===== config.mk =====
export PLATFORM = sky130hd
export DESIGN_NAME = wdog_twostage
export DESIGN_NICKNAME = d
export VERILOG_FILES = /design/src/rtl/wdog_pkg.sv /design/src/rtl/wdog_regs.sv /design/src/rtl/wdog_counter.sv /design/src/rtl/wdog_alarm.sv /design/src/rtl/wdog_twostage.sv
export SDC_FILE = /design/constraint.sdc
export NUM_CORES = 1
export LEC_CHECK = 0
export BUFFER_PORTS_ARGS = -buffer_cell sky130_fd_sc_hd__buf_2
export CORE_MARGIN = 5
export CORE_UTILIZATION = 50
export DETAILED_ROUTE_END_ITERATION = 8
export GPL_TIMING_DRIVEN = 0
export PLACE_DENSITY = 0.8
export SETUP_SLACK_MARGIN = 0.3
export SLEW_MARGIN = 20
export SYNTH_ARGS = -nofsm -noshare
export SYNTH_HDL_FRONTEND = slang
export SYNTH_SLANG_ARGS = --single-unit

===== constraint.sdc =====
create_clock -name clk -period 4.65 [get_ports clk]
set_clock_uncertainty 0.15 [all_clocks]
set_input_delay 0 -clock clk [delete_from_list [all_inputs] [get_ports clk]]
set_output_delay 0 -clock clk [all_outputs]
set_load 0.05 [all_outputs]

===== src/rtl/wdog_pkg.sv =====
package wdog_pkg;
   localparam int ADDR_W = 2;

   typedef enum logic [ADDR_W-1:0] {
      WD_PERIOD = 2'd0,
      WD_CTRL   = 2'd1,
      WD_STAT   = 2'd2,
      WD_COUNT  = 2'd3
   } wd_reg_e;
endpackage


===== src/rtl/wdog_regs.sv =====
module wdog_regs
   import wdog_pkg::*;
#(
   parameter int              CNT_W      = 32,
   parameter int              DATA_W     = 32,
   parameter logic [CNT_W-1:0] RESET_LOAD = '1
) (
   input  logic              clk,
   input  logic              rst,
   input  logic              wr_en,
   input  logic [ADDR_W-1:0] addr,
   input  logic [DATA_W-1:0] wdata,
   input  logic              bite,
   input  logic [CNT_W-1:0]  count,
   input  logic              irq,
   output logic [CNT_W-1:0]  load,
   output logic              en,
   output logic              load_wr,
   output logic              clr_wr,
   output logic [DATA_W-1:0] rdata
);
   localparam int PAD_W = DATA_W - CNT_W;

   logic             ctrl_wr;
   logic [DATA_W-1:0] load_ext;
   logic [DATA_W-1:0] count_ext;

   assign load_wr = wr_en && (addr == WD_PERIOD);
   assign ctrl_wr = wr_en && (addr == WD_CTRL);
   assign clr_wr  = wr_en && (addr == WD_STAT) && wdata[0];

   always_ff @(posedge clk) begin
      if (rst) begin
         load <= RESET_LOAD;
      end else if (load_wr) begin
         load <= wdata[CNT_W-1:0];
      end
   end

   always_ff @(posedge clk) begin
      if (rst || bite) begin
         en <= 1'b0;
      end else if (ctrl_wr) begin
         en <= wdata[0];
      end
   end

   generate
      if (PAD_W > 0) begin : g_pad
         assign load_ext  = {{PAD_W{1'b0}}, load};
         assign count_ext = {{PAD_W{1'b0}}, count};
      end else begin : g_nopad
         assign load_ext  = load;
         assign count_ext = count;
      end
   endgenerate

   always_comb begin
      rdata = '0;
      case (wd_reg_e'(addr))
         WD_PERIOD: rdata = load_ext;
         WD_CTRL:   rdata[0] = en;
         WD_STAT:   rdata[0] = irq;
         WD_COUNT:  rdata = count_ext;
         default:   rdata = '0;
      endcase
   end
endmodule


===== src/rtl/wdog_counter.sv =====
module wdog_counter #(
   parameter int              CNT_W      = 32,
   parameter logic [CNT_W-1:0] RESET_LOAD = '1
) (
   input  logic             clk,
   input  logic             rst,
   input  logic             en,
   input  logic             tick,
   input  logic             load_wr,
   input  logic [CNT_W-1:0] wr_val,
   input  logic [CNT_W-1:0] load,
   output logic [CNT_W-1:0] count,
   output logic             expiry
);
   logic at_zero;
   logic step;

   assign at_zero = (count == '0);
   assign step    = en && tick && !load_wr;
   assign expiry  = step && at_zero;

   always_ff @(posedge clk) begin
      if (rst) begin
         count <= RESET_LOAD;
      end else if (load_wr) begin
         count <= wr_val;
      end else if (step) begin
         count <= at_zero ? load : count - 1'b1;
      end
   end
endmodule


===== src/rtl/wdog_alarm.sv =====
module wdog_alarm (
   input  logic clk,
   input  logic rst,
   input  logic expiry,
   input  logic clr_wr,
   output logic bite,
   output logic irq,
   output logic rst_req
);
   assign bite = expiry && irq;

   always_ff @(posedge clk) begin
      if (rst || bite) begin
         irq <= 1'b0;
      end else if (expiry) begin
         irq <= 1'b1;
      end else if (clr_wr) begin
         irq <= 1'b0;
      end
   end

   always_ff @(posedge clk) begin
      if (rst) begin
         rst_req <= 1'b0;
      end else begin
         rst_req <= bite;
      end
   end
endmodule


===== src/rtl/wdog_twostage.sv =====
module wdog_twostage
   import wdog_pkg::*;
#(
   parameter int              CNT_W      = 32,
   parameter int              DATA_W     = 32,
   parameter logic [CNT_W-1:0] RESET_LOAD = '1
) (
   input  logic              clk,
   input  logic              rst,
   input  logic              tick,
   input  logic              wr_en,
   input  logic [1:0]        addr,
   input  logic [DATA_W-1:0] wdata,
   output logic [DATA_W-1:0] rdata,
   output logic              irq,
   output logic              rst_req
);
   generate
      if (CNT_W < 2) begin : g_bad_cnt
         initial $fatal(1, "wdog_twostage: CNT_W must be at least 2");
      end
      if (DATA_W < CNT_W) begin : g_bad_data
         initial $fatal(1, "wdog_twostage: DATA_W must cover CNT_W");
      end
   endgenerate

   logic [CNT_W-1:0] load_q;
   logic [CNT_W-1:0] count_q;
   logic             en_q;
   logic             load_wr;
   logic             clr_wr;
   logic             expiry;
   logic             bite;

   wdog_regs #(
      .CNT_W(CNT_W), .DATA_W(DATA_W), .RESET_LOAD(RESET_LOAD)
   ) u_regs (
      .clk(clk), .rst(rst), .wr_en(wr_en), .addr(addr), .wdata(wdata),
      .bite(bite), .count(count_q), .irq(irq),
      .load(load_q), .en(en_q), .load_wr(load_wr), .clr_wr(clr_wr),
      .rdata(rdata)
   );

   wdog_counter #(
      .CNT_W(CNT_W), .RESET_LOAD(RESET_LOAD)
   ) u_cnt (
      .clk(clk), .rst(rst), .en(en_q), .tick(tick), .load_wr(load_wr),
      .wr_val(wdata[CNT_W-1:0]), .load(load_q),
      .count(count_q), .expiry(expiry)
   );

   wdog_alarm u_alarm (
      .clk(clk), .rst(rst), .expiry(expiry), .clr_wr(clr_wr),
      .bite(bite), .irq(irq), .rst_req(rst_req)
   );
endmodule


==> results of run 1 <==
routing by layer:
metal	track usage	routed length [um]	vias up
met5	0	0	-
met4	0.166	800	0
met3	0.0715	1940	65
met2	0.470	6720	372
met1	0.402	6060	2195
li1	-	-	2206
cell families (layout without fill, tap and decap cells):
logic type	Yosys count	count (layout)	share of synthesized area
mux	5	5	0.0131
xor+xnor	4	4	0.00875
compound gates	158	158	0.264
fa+ha+maj	7	7	0.0219
flops	67	67	0.335
simple gates	247	247	0.302
buf+inv	51	171	0.0553
critical path: cells and delay by family, from the launching register on:
family | cells | cell delay (ns)
DFF | 1 | 0.30
buffers and inverters | 3 | 0.74
and+or+nand+nor | 3 | 1.30
AOI/OAI and AO/OA | 3 | 0.46
cells in the mapped netlist, drive strengths merged (3+ instances only):
library cell,instances
a211o,4
nand3,19
or2,4
nor4,7
or3,5
o21a,3
nand2,88
o22ai,3
and2,4
and4,4
mux2i,3
a21oi,39
nand3b,9
o21ai,24
a22oi,33
a21o,4
o211ai,13
xor2,3
or4,6
inv,9
o31ai,6
nand4,12
clkbuf,31
a31oi,7
buf,11
dfxtp,67
nor3,24
ha,7
o21bai,3
nor2,59
registers in the layout (all words and copies together), names as in the netlist:
name and cells:
u_alarm.irq 1, u_alarm.rst_req 1, u_regs.en 1, u_regs.load 32, u_cnt.count 32
worst paths after layout:
check | start | to | depth (start not counted)
setup / recovery | u_cnt.count[12] | u_cnt.count[0] | 9
hold / removal | addr[1] | u_alarm.irq | 5
setup reg to reg | u_cnt.count[12] | u_cnt.count[0] | 9
hold reg to reg | u_regs.load[10] | u_regs.load[10] | 2
layout make-up:
type | instances | share of cell area
multi-input combinational | 421 | 0.486
sequential | 67 | 0.267
timing repair buffer | 105 | 0.139
buffer | 42 | 0.0374
clock buffer | 13 | 0.0316
tap | 102 | 0.0254
clock inverter | 2 | 0.00698
inverter | 9 | 0.00673
where the power goes:
part           switching [W]  leakage (nW)  total (W)  internal (W)
registers          0.0000307         0.549   0.000633      0.000602
logic               0.000226          1.51   0.000333      0.000107
clock network       0.000223        0.0995   0.000497      0.000274
total               0.000479          2.16    0.00146      0.000983
stage by stage:
stage                     setup slack (ns)   util  hold slack (ns)
after floorplan                       2.24      -          -0.0319
after global placement                1.74  0.578           0.0723
after detailed placement              1.71  0.578           0.0780
after CTS                             1.71  0.646           0.0495
after global routing                  1.45  0.646           0.0661
final                                 1.61  0.646           0.0691
==> impl_metrics.tcl, run 1 <==
set metrics [dict create \
    status "finished clean" \
    vdd_drop_max_mv 0.165 \
    relSlewSlack 0.374 \
    static-leakage-power_nw 2.16 \
    max-cap-violations 0 \
    register_area_um2 1340 \
    stdcell_area_um2 5020 \
    rsz0062_at_grt "no" \
    timing.critical_path.slowest_cell_delay_ns 0.71 \
    final_setup_viols 0 \
    finished_layout_cells 761 \
    worst_ep_arrival_time_ns 3.15 \
    end_kind "flop" \
    syn_area_um2 4000 \
    post_cts_resized 0 \
    post_route_cells_drive_above_1_share 0.165 \
    critical-path-slowest-cell "sky130_fd_sc_hd__nor3_1" \
    drc 0 \
    finalCriticalPeriod_ns 3.04 \
    fp.dieArea_um2 9900 \
    yosysWarnings 0 \
    crit_path_launch_type "flop" \
    post_synth_main_area_contributors "sky130_fd_sc_hd__dfxtp_1 (34%), sky130_fd_sc_hd__nand2_1 (8.2%), sky130_fd_sc_hd__a22oi_1 (6.2%)" \
    fp.coreArea_um2 7770 \
    synth.ff_latch_count 67 \
    hold_viol_final 0 \
    nNetsFinal 700 \
    power_per_cell_area_nw_per_um2 291 \
    total_iterations_of_the_first_detailed_routing_run 5 \
    core.rowCount 32 \
    synth_top_cell_by_area "sky130_fd_sc_hd__dfxtp_1" \
    synth_cells 539 \
    hpwl_um 10600 \
    cts_root_buffer "sky130_fd_sc_hd__clkbuf_8" \
    cts_tree "yes" \
    initial_utilization 0.515 \
    mostFrequentLayoutCell "sky130_fd_sc_hd__nand2_1" \
    synth_top_area_share 0.335 \
    timing.setup.tns_ns 0 \
    setup.worst_path.class "flop to flop" \
    cts.sinks 67 \
    postPlaceCellArea_um2 4490 \
    yosys_most_used_dff "sky130_fd_sc_hd__dfxtp_1" \
    required_ns 4.76 \
    max-clock-path-buffers 2 \
    num_vias 4838 \
    synth.distinct_cells 64 \
    clkSlewWorstSetupHoldPaths_ns 0.07 \
    tritoncts.num_buffers 9 \
    route.detailed.vias_per_inst 6.36 \
    p_total_w 0.00146 \
    htree_levels 3 \
    max_slew.worst_pin.slew_ns 0.935 \
    drt-total-wl_um 15500 \
    synth-seq-area-share 0.335 \
    detail_route.wl_per_cell_um 20.4 \
    grt_pass1_wl_um 24000 \
    placed_cells_incl_taps 712 \
    multi_input_area_um2 2440 \
    grt_pass1_vias 4625 \
    io-pin-count 72 \
    post_cts_hold_buffer_count 34 \
    layout-area-overhead-vs-synth_pct 25.4 \
    fillers 702 \
    die_x_um 99.5 \
    reg2reg_slack_ns 1.61 \
    worst_hold_path_type "primary input to flop" \
    number_of_nets_in_the_synthesized_netlist 584 \
    antenna_found_initial 0 \
    buffer_ports.inserted 71 \
    path_cells "clkbuf_2, nor3_1, and4_1, buf_2, nand4_2, buf_2, o21ai_0, a21boi_0, o21ai_0" \
    number_of_flops_mapped_to_enable_cells_by_yosys 0 \
    worstPathMaxFanout 10 \
    min_period_over_period 0.654 \
    cts_setup_buffers 0 \
    grt.overflow.total 0 \
    grt_start_max_net_pins 11 \
    synth-async-reset-ratio 0 \
    place.gp.congestion 0.965 \
    drt_iter0_drc 564 \
    final_slew_viol_count 0 \
    synth_area_per_cell_um2 7.43 \
    global_route.usage.total 0.308 \
    die_h_um 99.5 \
    fmaxAchievable_mhz 329 \
    worst_skew_pair.late_latency_ns 0.34 \
    layout_common_cells "sky130_fd_sc_hd__nand2_1 (87), sky130_fd_sc_hd__buf_2 (76), sky130_fd_sc_hd__dfxtp_1 (67)" \
    postRouteAntennaNets 0 \
    antennaDiodeCount 0 \
]
No activity file was read; power rests on OpenSTA's default activity.
==> run 2, diff against run 1 <==
==> constraint.sdc (replaced) <==
create_clock -name clk -period 2.8 [get_ports clk]
set_clock_uncertainty 0.15 [all_clocks]
set_input_delay 0 -clock clk [delete_from_list [all_inputs] [get_ports clk]]
set_output_delay 0 -clock clk [all_outputs]
set_load 0.05 [all_outputs]
==> run 2 against run 1 <==
  * Non-clock buffer count is 22 higher
  * Register-to-register slack worse by 1.4 ns
  * Design area is 8.3% higher
  * Global-route usage is 0.75 points higher
  * Largest power group unchanged
  * First-iteration DRC count is 19% higher
  * Via count is 3.2% higher
  * Largest cell class unchanged
==> impl_metrics.tcl, run 2 (synthesis gave the netlist of run 1 again) <==
set metrics [dict create \
    worst_skew_pair.late_latency_ns 0.35 \
    max_slew.worst_pin.slew_ns 1.08 \
    die_x_um 99.5 \
    fp.dieArea_um2 9900 \
    die_h_um 99.5 \
    total_iterations_of_the_first_detailed_routing_run 7 \
    io-pin-count 72 \
    initial_utilization 0.515 \
    global_route.usage.total 0.315 \
    crit_path_launch_type "primary input" \
    min_delay_worst_endpoint "u_alarm.irq" \
    mostFrequentLayoutCell "sky130_fd_sc_hd__nand2_1" \
    buffer_ports.inserted 71 \
    hpwl_um 10600 \
    crit-reg2reg-launch "u_cnt.count[25]" \
    htree_levels 3 \
    postRouteAntennaNets 0 \
    grt.overflow.total 0 \
    antenna_found_initial 0 \
    vdd_drop_max_mv 0.281 \
    p_total_w 0.00245 \
    r2r.worst_path.cells 9 \
    static-leakage-power_nw 2.40 \
    max-clock-path-buffers 2 \
    end_kind "flop" \
    route.detailed.vias_per_inst 6.38 \
    min_period_over_period 0.932 \
    drt-total-wl_um 16300 \
    detail_route.wl_per_cell_um 20.8 \
    finished_layout_cells 783 \
    core.rowCount 32 \
    grt_pass1_vias 4675 \
    grt_pass1_wl_um 24600 \
    status "finished clean" \
    clkSlewWorstSetupHoldPaths_ns 0.07 \
    worst_hold_path_type "primary input to flop" \
    relSlewSlack 0.276 \
    tritoncts.num_buffers 9 \
    placed_cells_incl_taps 712 \
    post_route_cells_drive_above_1_share 0.231 \
    worstPathMaxFanout 9 \
    grt_start_max_net_pins 11 \
    place.gp.congestion 0.965 \
    power_per_cell_area_nw_per_um2 450 \
    rsz0062_at_grt "yes" \
    r2r-end "u_cnt.count[15]" \
    nNetsFinal 722 \
    max-cap-violations 0 \
    hold_viol_final 0 \
    layout-area-overhead-vs-synth_pct 35.8 \
    hold_path_depth 5 \
    antennaDiodeCount 0 \
    required_ns 2.94 \
    drc 0 \
    cts_root_buffer "sky130_fd_sc_hd__clkbuf_8" \
    finalCriticalPeriod_ns 2.61 \
    worst_ep_arrival_time_ns 2.74 \
    fmaxAchievable_mhz 383 \
    drt_iter0_drc 673 \
    cts_tree "yes" \
    reg2reg_slack_ns 0.21 \
    final_slew_viol_count 0 \
    fp.coreArea_um2 7770 \
    launch_instance_of_the_worst_min_delay_path "addr[1]" \
    num_vias 4995 \
    largestRegisters "u_cnt.count (32), u_regs.load (32)" \
    setup.worst_path.class "primary input to flop" \
    cts.sinks 67 \
    final_setup_viols 0 \
    layout_common_cells "sky130_fd_sc_hd__nand2_1 (86), sky130_fd_sc_hd__buf_2 (74), sky130_fd_sc_hd__dfxtp_1 (65)" \
]
## run 2: changes by cell type in the layout (fill, tap and decap cells not counted), moves of 4 or more
cell	before	now
sky130_fd_sc_hd__buf_6	3	9
sky130_fd_sc_hd__o21ai_1	0	5
sky130_fd_sc_hd__nor3_4	1	5
sky130_fd_sc_hd__buf_4	0	18
sky130_fd_sc_hd__o21ai_0	24	18
sky130_fd_sc_hd__nor3_1	22	15
sky130_fd_sc_hd__nor4_1	5	1
## run 2: final cells by class
| cell class | count | area, um^2 |
|---|---|---|
| Buffer | 42 | 204 |
| Clock buffer | 13 | 159 |
| Clock inverter | 2 | 35.0 |
| Fill cell | 640 | 2330 |
| Inverter | 9 | 33.8 |
| Multi-Input combinational cell | 421 | 2650 |
| Sequential cell | 67 | 1340 |
| Tap cell | 102 | 128 |
| Timing Repair Buffer | 127 | 888 |
## run 2: per-stage QoR
| stage | setup slack (ns) | TNS, ns | area (um^2) | utilization | hold slack, ns |
|---|---|---|---|---|---|
| after floorplan | 0.386 | 0 | 4000 | - | -0.0319 |
| after global placement | -0.109 | -0.474 | 4490 | 0.578 | 0.0723 |
| after detailed placement | -0.141 | -0.983 | 4490 | 0.578 | 0.0780 |
| after CTS | 0.268 | 0 | 5230 | 0.674 | 0.0495 |
| after global routing | 0.124 | 0 | 5440 | 0.700 | 0.0669 |
| final | 0.192 | 0 | 5440 | 0.700 | 0.0579 |
## run 2: per-layer routing
metal  vias to the layer above  GRT usage  wire length, um
met4                         0      0.158              869
met3                        83     0.0799             2110
met2                       389      0.486             7060
met1                      2269      0.409             6280
li1                       2254          -                -
met5                         -          0                0
## run 2: worst max-delay path by stage
stage / start / end / slack [ns]
floorplan: u_cnt.count[24] / u_cnt.count[12] / 0.39
global placement: u_cnt.count[12] / u_cnt.count[6] / -0.11
detailed placement: u_cnt.count[12] / u_cnt.count[6] / -0.14
CTS: u_cnt.count[25] / u_cnt.count[8] / 0.27
global route: u_cnt.count[25] / u_cnt.count[8] / 0.12
finish: wr_en / u_cnt.count[18] / 0.19
## run 2: repair_timing
item,in CTS,in global routing
pin swaps,17,16
hold endpoints to repair,66,0
hold buffers,34,0
gates resized for setup,32,23
setup buffers,8,14
endpoints found under the setup margin,35,32
## run 2: worst max-delay path, stage by stage
cell and delay [ns]:
sky130_fd_sc_hd__dlygate4sd3_1 0.53, sky130_fd_sc_hd__buf_2 0.15, sky130_fd_sc_hd__and2_1 0.15, sky130_fd_sc_hd__clkbuf_1 0.21, sky130_fd_sc_hd__nor2_1 0.88, sky130_fd_sc_hd__nand2_4 0.13
sky130_fd_sc_hd__buf_4 0.20, sky130_fd_sc_hd__or4_1 0.40, sky130_fd_sc_hd__nand4_1 0.11
## run 2: where the power goes
part	total [W]	internal (W)	switching, W
clock network	0.000822	0.000455	0.000367
logic	0.000565	0.000183	0.000382
registers	0.00106	0.00100	0.0000595
